### src/rtl/fbp_pkg.sv
package fbp_pkg;
  typedef enum logic [2:0] {
    ST_IDLE,
    ST_GAP,
    ST_XFER,
    ST_CHECK,
    ST_DONE
  } fbp_state_e;

  localparam int unsigned READ_OPCODE = 8'h03;
  localparam int unsigned ADDR_BYTES  = 3;
  localparam int unsigned HDR_BYTES   = 1 + ADDR_BYTES;
endpackage

### src/rtl/fbp_rst_sync.sv
module fbp_rst_sync (
  input  logic clk,
  input  logic rst_n,
  output logic rst_sync_n
);
  logic [1:0] sync_q;

  always_ff @(posedge clk or negedge rst_n) begin
    if (!rst_n) sync_q <= 2'b00;
    else        sync_q <= {sync_q[0], 1'b1};
  end

  assign rst_sync_n = sync_q[1];
endmodule

### src/rtl/fbp_spi_byte.sv
module fbp_spi_byte #(
  parameter int HALF = 2
) (
  input  logic       clk,
  input  logic       rst_n,
  input  logic       start,
  input  logic       cpol,
  input  logic       cpha,
  input  logic [7:0] tx,
  input  logic       miso,
  output logic       sclk,
  output logic       mosi,
  output logic       busy,
  output logic       done,
  output logic [7:0] rx
);
  localparam int CW = (HALF > 1) ? $clog2(HALF) : 1;

  logic          busy_q, busy_d, done_q, done_d, sclk_q, sclk_d;
  logic [CW-1:0] cnt_q, cnt_d;
  logic [3:0]    edge_q, edge_d;
  logic [7:0]    txsh_q, txsh_d, rxsh_q, rxsh_d;
  logic          tick, samp;

  assign tick = busy_q && (cnt_q == CW'(HALF - 1));
  // even edge index = leading edge; sample there when phase is 0
  assign samp = cpha ? edge_q[0] : ~edge_q[0];

  always_comb begin
    busy_d = busy_q;
    done_d = 1'b0;
    sclk_d = sclk_q;
    cnt_d  = cnt_q;
    edge_d = edge_q;
    txsh_d = txsh_q;
    rxsh_d = rxsh_q;
    if (!busy_q) begin
      sclk_d = cpol;
      if (start) begin
        busy_d = 1'b1;
        cnt_d  = '0;
        edge_d = '0;
        txsh_d = tx;
      end
    end else if (tick) begin
      cnt_d  = '0;
      sclk_d = ~sclk_q;
      edge_d = edge_q + 4'd1;
      if (samp) rxsh_d = {rxsh_q[6:0], miso};
      else if (edge_q != 4'd0 && edge_q != 4'd15) txsh_d = {txsh_q[6:0], 1'b0};
      if (edge_q == 4'd15) begin
        busy_d = 1'b0;
        done_d = 1'b1;
      end
    end else begin
      cnt_d = cnt_q + CW'(1);
    end
  end

  always_ff @(posedge clk or negedge rst_n) begin
    if (!rst_n) begin
      busy_q <= 1'b0;
      done_q <= 1'b0;
      sclk_q <= 1'b0;
      cnt_q  <= '0;
      edge_q <= '0;
      txsh_q <= '0;
      rxsh_q <= '0;
    end else begin
      busy_q <= busy_d;
      done_q <= done_d;
      sclk_q <= sclk_d;
      cnt_q  <= cnt_d;
      edge_q <= edge_d;
      txsh_q <= txsh_d;
      rxsh_q <= rxsh_d;
    end
  end

  assign sclk = sclk_q;
  assign mosi = txsh_q[7];
  assign busy = busy_q;
  assign done = done_q;
  assign rx   = rxsh_q;
endmodule

### src/rtl/fbp_img_check.sv
module fbp_img_check #(
  parameter int IMG_BYTES = 256
) (
  input  logic                         clk,
  input  logic                         rst_n,
  input  logic                         clear,
  input  logic                         byte_vld,
  input  logic [$clog2(IMG_BYTES)-1:0] byte_idx,
  input  logic [7:0]                   byte_val,
  output logic                         match
);
  localparam int AW        = $clog2(IMG_BYTES);
  localparam int SUM_BYTES = IMG_BYTES - 4;

  logic [31:0] sum_q, sum_d, exp_q, exp_d;

  always_comb begin
    sum_d = sum_q;
    exp_d = exp_q;
    if (clear) begin
      sum_d = '0;
      exp_d = '0;
    end else if (byte_vld) begin
      if (byte_idx < AW'(SUM_BYTES)) sum_d = sum_q + {24'd0, byte_val};
      else                           exp_d = {byte_val, exp_q[31:8]};
    end
  end

  always_ff @(posedge clk or negedge rst_n) begin
    if (!rst_n) begin
      sum_q <= '0;
      exp_q <= '0;
    end else begin
      sum_q <= sum_d;
      exp_q <= exp_d;
    end
  end

  assign match = (sum_q == exp_q);
endmodule

### src/rtl/flash_boot_prober.sv
module flash_boot_prober
  import fbp_pkg::*;
#(
  parameter int SCLK_DIV  = 4,
  parameter int IMG_BYTES = 256
) (
  input  logic                         clk,
  input  logic                         rst_n,
  input  logic                         start,
  output logic                         spi_sclk,
  output logic                         spi_cs_n,
  output logic                         spi_mosi,
  input  logic                         spi_miso,
  output logic                         buf_we,
  output logic [$clog2(IMG_BYTES)-1:0] buf_addr,
  output logic [7:0]                   buf_wdata,
  output logic                         done,
  output logic                         success,
  output logic                         fallback,
  output logic [1:0]                   good_mode
);
  localparam int AW         = $clog2(IMG_BYTES);
  localparam int XFER_BYTES = IMG_BYTES + HDR_BYTES;
  localparam int NW         = $clog2(XFER_BYTES);
  localparam int GAP_CYC    = 2 * SCLK_DIV;
  localparam int GW         = $clog2(GAP_CYC + 1);

  logic rst_s_n;
  fbp_state_e state_q, state_d;
  logic [1:0]    mode_q, mode_d, gmode_q, gmode_d;
  logic [NW-1:0] nbyte_q, nbyte_d;
  logic [GW-1:0] gap_q, gap_d;
  logic          go_q, go_d, cs_n_q, cs_n_d;
  logic          done_q, done_d, succ_q, succ_d, fb_q, fb_d;
  logic          we_q, we_d;
  logic [AW-1:0] addr_q, addr_d;
  logic [7:0]    wdata_q, wdata_d, tx_byte, eng_rx;
  logic          eng_done, eng_busy, img_ok, img_vld;
  logic [AW-1:0] img_idx;

  fbp_rst_sync u_rst (.clk(clk), .rst_n(rst_n), .rst_sync_n(rst_s_n));

  assign tx_byte = (nbyte_q == '0) ? 8'(READ_OPCODE) : 8'h00;

  fbp_spi_byte #(.HALF(SCLK_DIV / 2)) u_shift (
    .clk(clk), .rst_n(rst_s_n), .start(go_q), .cpol(mode_q[1]), .cpha(mode_q[0]),
    .tx(tx_byte), .miso(spi_miso), .sclk(spi_sclk), .mosi(spi_mosi),
    .busy(eng_busy), .done(eng_done), .rx(eng_rx)
  );

  assign img_vld = (state_q == ST_XFER) && eng_done && (nbyte_q >= NW'(HDR_BYTES));
  assign img_idx = AW'(nbyte_q - NW'(HDR_BYTES));

  fbp_img_check #(.IMG_BYTES(IMG_BYTES)) u_sum (
    .clk(clk), .rst_n(rst_s_n), .clear(state_q == ST_GAP),
    .byte_vld(img_vld), .byte_idx(img_idx), .byte_val(eng_rx), .match(img_ok)
  );

  always_comb begin
    state_d = state_q;
    mode_d  = mode_q;
    gmode_d = gmode_q;
    nbyte_d = nbyte_q;
    gap_d   = gap_q;
    go_d    = 1'b0;
    cs_n_d  = cs_n_q;
    done_d  = done_q;
    succ_d  = succ_q;
    fb_d    = fb_q;
    we_d    = 1'b0;
    addr_d  = addr_q;
    wdata_d = wdata_q;
    unique case (state_q)
      ST_IDLE, ST_DONE: begin
        if (start) begin
          state_d = ST_GAP;
          mode_d  = 2'd0;
          gmode_d = 2'd0;
          gap_d   = '0;
          done_d  = 1'b0;
          succ_d  = 1'b0;
          fb_d    = 1'b0;
        end
      end
      ST_GAP: begin
        if (gap_q == GW'(GAP_CYC - 1)) begin
          state_d = ST_XFER;
          cs_n_d  = 1'b0;
          nbyte_d = '0;
          go_d    = 1'b1;
        end else begin
          gap_d = gap_q + GW'(1);
        end
      end
      ST_XFER: begin
        if (eng_done && !eng_busy) begin
          if (img_vld) begin
            we_d    = 1'b1;
            addr_d  = img_idx;
            wdata_d = eng_rx;
          end
          if (nbyte_q == NW'(XFER_BYTES - 1)) begin
            state_d = ST_CHECK;
            cs_n_d  = 1'b1;
          end else begin
            nbyte_d = nbyte_q + NW'(1);
            go_d    = 1'b1;
          end
        end
      end
      ST_CHECK: begin
        if (img_ok) begin
          state_d = ST_DONE;
          done_d  = 1'b1;
          succ_d  = 1'b1;
          gmode_d = mode_q;
        end else if (mode_q == 2'd3) begin
          state_d = ST_DONE;
          done_d  = 1'b1;
          fb_d    = 1'b1;
        end else begin
          state_d = ST_GAP;
          mode_d  = mode_q + 2'd1;
          gap_d   = '0;
        end
      end
      default: state_d = ST_IDLE;
    endcase
  end

  always_ff @(posedge clk or negedge rst_s_n) begin
    if (!rst_s_n) begin
      state_q <= ST_IDLE;
      mode_q  <= '0;
      gmode_q <= '0;
      nbyte_q <= '0;
      gap_q   <= '0;
      go_q    <= 1'b0;
      cs_n_q  <= 1'b1;
      done_q  <= 1'b0;
      succ_q  <= 1'b0;
      fb_q    <= 1'b0;
      we_q    <= 1'b0;
      addr_q  <= '0;
      wdata_q <= '0;
    end else begin
      state_q <= state_d;
      mode_q  <= mode_d;
      gmode_q <= gmode_d;
      nbyte_q <= nbyte_d;
      gap_q   <= gap_d;
      go_q    <= go_d;
      cs_n_q  <= cs_n_d;
      done_q  <= done_d;
      succ_q  <= succ_d;
      fb_q    <= fb_d;
      we_q    <= we_d;
      addr_q  <= addr_d;
      wdata_q <= wdata_d;
    end
  end

  assign spi_cs_n  = cs_n_q;
  assign buf_we    = we_q;
  assign buf_addr  = addr_q;
  assign buf_wdata = wdata_q;
  assign done      = done_q;
  assign success   = succ_q;
  assign fallback  = fb_q;
  assign good_mode = gmode_q;
endmodule

### config.mk
export PLATFORM = sky130hd
export DESIGN_NAME = flash_boot_prober
export DESIGN_NICKNAME = d
export VERILOG_FILES = /design/src/rtl/fbp_pkg.sv /design/src/rtl/fbp_rst_sync.sv /design/src/rtl/fbp_spi_byte.sv /design/src/rtl/fbp_img_check.sv /design/src/rtl/flash_boot_prober.sv
export SDC_FILE = /design/constraint.sdc
export NUM_CORES = 1
export LEC_CHECK = 0
export BUFFER_PORTS_ARGS = -buffer_cell sky130_fd_sc_hd__buf_2
export CAP_MARGIN = 20
export CORE_ASPECT_RATIO = 1.5
export CORE_MARGIN = 5
export CORE_UTILIZATION = 45
export CTS_BUF_LIST = sky130_fd_sc_hd__clkbuf_16
export DETAILED_ROUTE_END_ITERATION = 7
export PLACE_DENSITY = 0.62
export SLEW_MARGIN = 10
export SYNTH_ARGS = -nofsm -noshare
export SYNTH_HDL_FRONTEND = slang
export SYNTH_HIERARCHICAL = 1
export SYNTH_SLANG_ARGS = --single-unit
export TNS_END_PERCENT = 1
### constraint.sdc
create_clock -name clk -period 4.2 [get_ports clk]
set_input_delay 0.63 -clock clk [delete_from_list [all_inputs] [get_ports clk]]
set_output_delay 0.63 -clock clk [all_outputs]
set_load 0.03 [all_outputs]
==> results.py <==
metrics = {
    "worst_setup_path": {
        "crit_family": "compound AO/OA/AOI/OAI gates",
        "crit_fanout": 13,
        "startpoint_type": "flop",
        "required_ns": 4.53,
        "crit_buf_inv": 0,
        "end_kind": "flop",
        "cp_data_arrival_time_ns": 3.45,
        "critPathKind": "flop to flop",
        "slowest_delay_ns": 0.58,
        "cp_slowest_cell": "or4_1",
        "crit_chain": "nand2b_1, nor2_1, nand2_1, a31oi_1, o211a_1, o21a_1, o21ai_1, or4_1, a21oi_1",
    },
    "global_route": {
        "antenna_found_initial": 0,
        "grt_pass1_wl_mm": 26.52,
        "grt_max_degree": 72,
        "grt-ovfl-total": 0,
        "grt_pass1_vias": 5271,
        "grt_usage": 0.1815,
    },
    "yosys": {
        "syn-cell-area_um2": 6880,
        "netlist_instances": 681,
        "synth_edf_count": 0,
        "synth.distinct_cells": 65,
        "synthArstFlopShare": 1.000,
        "synthFlopType": "dfrtp_1",
        "ys_ff_latch": 132,
        "yosysSeqAreaShare": 0.4803,
        "syn_area_per_cell_um2": 10.10,
        "ys.warnings.count": 6,
    },
    "clocking": {
        "post_cts_buffers": 0,
        "ctsLongestPathBuffers": 2,
        "htreeDepth": 4,
        "cts_tree": "yes",
        "clkTransAtPathRegs_ns": 0.06,
        "numCtsBuffers": 17,
        "cts-root-buf": "clkbuf_16",
        "clkLatencyLatePin_ns": 0.41,
        "cts_sinks": 132,
    },
    "timing": {
        "setup-violations-final": 0,
        "whs_ns": 0.3536,
        "finalCritPeriodShare": 0.7449,
        "slew_headroom": 0.3763,
        "rsz0062_at_grt": "no",
        "period_needed_ns": 3.129,
        "tightestPinTransition_ns": 0.9336,
        "fin_tns_setup_ns": 0,
        "finClkSkew_ns": 0.007840,
        "fmax_ghz": 0.3196,
        "hold_violations": 0,
        "slew_viol_final": 0,
    },
    "status": {
        "outcome": "complete, no violations",
    },
    "placed_design": {
        "numPlacedInstances": 890,
        "port_buffers": 28,
        "place_congestion": 0.9023,
        "postPlaceCellArea_um2": 7208,
        "dp_hpwl_mm": 11.01,
    },
    "drt": {
        "drt_iter0_markers": 309,
        "wl_per_cell_um": 16.94,
        "vias": 5073,
        "wl_mm": 15.64,
        "detailedRoute.firstPassIterationCount": 5,
        "ant_nets": 0,
        "routed_via_density": 5.496,
        "drc_errors": 0,
    },
    "final_layout": {
        "final_nets": 735,
        "drive_gt1_frac": 0.1644,
        "n_antenna_cell": 0,
        "area_growth_pct": 14.22,
        "final_cell_mix": "dfrtp_1, nand2_1, a21oi_1, xor2_1, nor2_1",
        "layout_commonest_cell": "dfrtp_1",
        "stdcell_area_um2": 7859,
        "fin_cells": 923,
    },
    "power_and_ir_drop": {
        "finalPower_uw": 4096,
        "p_leak_uw": 0.003656,
        "power_frac_comb": 0.225,
        "power_frac_clock": 0.374,
        "ir_drop_mv": 0.2462,
        "p_switching_uw": 1290,
        "power.density_nw_per_um2": 521.2,
        "seqPwrFrac": 0.400,
        "sw_frac_of_total": 0.3151,
        "p_int_uw": 2805,
    },
    "die": {
        "die_x_um": 111.0,
        "fp.dieH_um": 161.4,
        "dieArea_um2": 17910,
        "placementRows": 55,
        "fp.coreArea_um2": 15070,
        "ioPinCount": 29,
        "initial_core_util": 0.4565,
    },
    "flow_run": {
        "max_cap_viol_count": 0,
    },
    "worst_hold_path": {
        "min_path_type": "flop to flop",
    },
}
==> power groups by stage <==
stage          sequential, µW  clock [µW]  combinational [µW]
3_5_place_dp             1670           0                 927
4_1_cts                  1640        1580                 932
3_3_place_gp             1650           0                 903
5_1_grt                  1670        1640                1030
2_1_floorplan            1610           0                 751
6_report                 1640        1530                 923
==> worst register-to-register path: stages, from the launching register on <==
cell	delay [ns]
dfrtp_1	0.52
nand2b_1	0.22
nor2_1	0.18
nand2_1	0.08
a31oi_1	0.35
o211a_1	0.19
o21a_1	0.39
o21ai_1	0.38
or4_1	0.58
a21oi_1	0.16
==> cell usage after synthesis (all sizes together), types with 12 or more instances <==
cell type  number  area share
dfrtp         131        0.48
nand2         104       0.057
a21oi          57       0.041
xor2           47       0.060
mux2           39       0.069
nor2           38       0.021
inv            24       0.013
o21ai          24       0.017
clkbuf         23       0.013
ha             18       0.033
nor4           15       0.016
nand3          12      0.0087
o211ai         12       0.013
==> state kept, by name (all words and copies together), names as in the netlist, 3 cells and up <==
signal,cells
u_sum/exp_q,32
u_sum/sum_q,32
nbyte_q,9
buf_addr,8
buf_wdata,8
u_shift/rx,8
u_shift/txsh_q,8
gap_q,4
u_shift/edge_q,4
state_q,3
==> final timing paths <==
kind | cells past startpoint | slack [ns] | from | end
worst max register to register | 9 | 1.07 | state_q[1]$_DFFE_PN0P_ | u_sum/sum_q[16]$_DFFE_PN0P_
worst min register to register | 0 | 0.35 | u_rst/sync_q[0]$_DFF_PN0_ | u_rst/sync_q[1]$_DFF_PN0_
worst min-delay path | 0 | 0.35 | u_rst/sync_q[0]$_DFF_PN0_ | u_rst/sync_q[1]$_DFF_PN0_
worst max-delay path | 9 | 1.07 | state_q[1]$_DFFE_PN0P_ | u_sum/sum_q[16]$_DFFE_PN0P_
max in group asynchronous | 1 | 2.81 | u_rst/sync_q[1]$_DFF_PN0_ | spi_cs_n$_DFFE_PN1P_
min in group asynchronous | 0 | 0.38 | u_rst/sync_q[1]$_DFF_PN0_ | u_sum/sum_q[31]$_DFFE_PN0P_
==> cell type report <==
type	count	area, µm²
clock buffer	17	425.4
tap	199	249.0
inverter	24	90.09
multi-input combinational	501	3376
clock inverter	14	187.7
timing repair buffer	36	222.7
sequential	132	3308
fill	1352	7212
==> metal layers <==
layer  wire, µm  track usage  vias up
met3        411      0.03261       21
met5          0            0        -
met1       6187       0.2027     2536
met2       8723       0.3409       82
met4        314      0.06835        0
li1           -            -     2434
==> cell families (layout without fill, tap and decap cells) <==
family,after synthesis,count (layout),share of synthesized area
and+or+nand+nor,246,246,0.1822
other,2,7,0.001092
DFF,132,132,0.4803
AOI/OAI and AO/OA,126,126,0.1164
buffers and inverters,53,91,0.03255
muxes,45,45,0.07801
xor gates and xnor gates,58,58,0.07383
adders and majority gates,19,19,0.03564
==> timing repair <==
action                    in CTS  in global routing
gates resized for setup        0                  0
hold endpoints to repair       2                  0
hold buffers                   1                  0
==> metrics by stage <==
stage / setup slack (ns) / util
6_report: 1.071 / 0.5215
5_1_grt: 0.8837 / 0.5215
4_1_cts: 1.080 / 0.5196
3_5_place_dp: 1.089 / 0.4783
3_3_place_gp: 1.246 / 0.4783
2_1_floorplan: 0.2518 / -
Power figures use the tool's default switching activity.
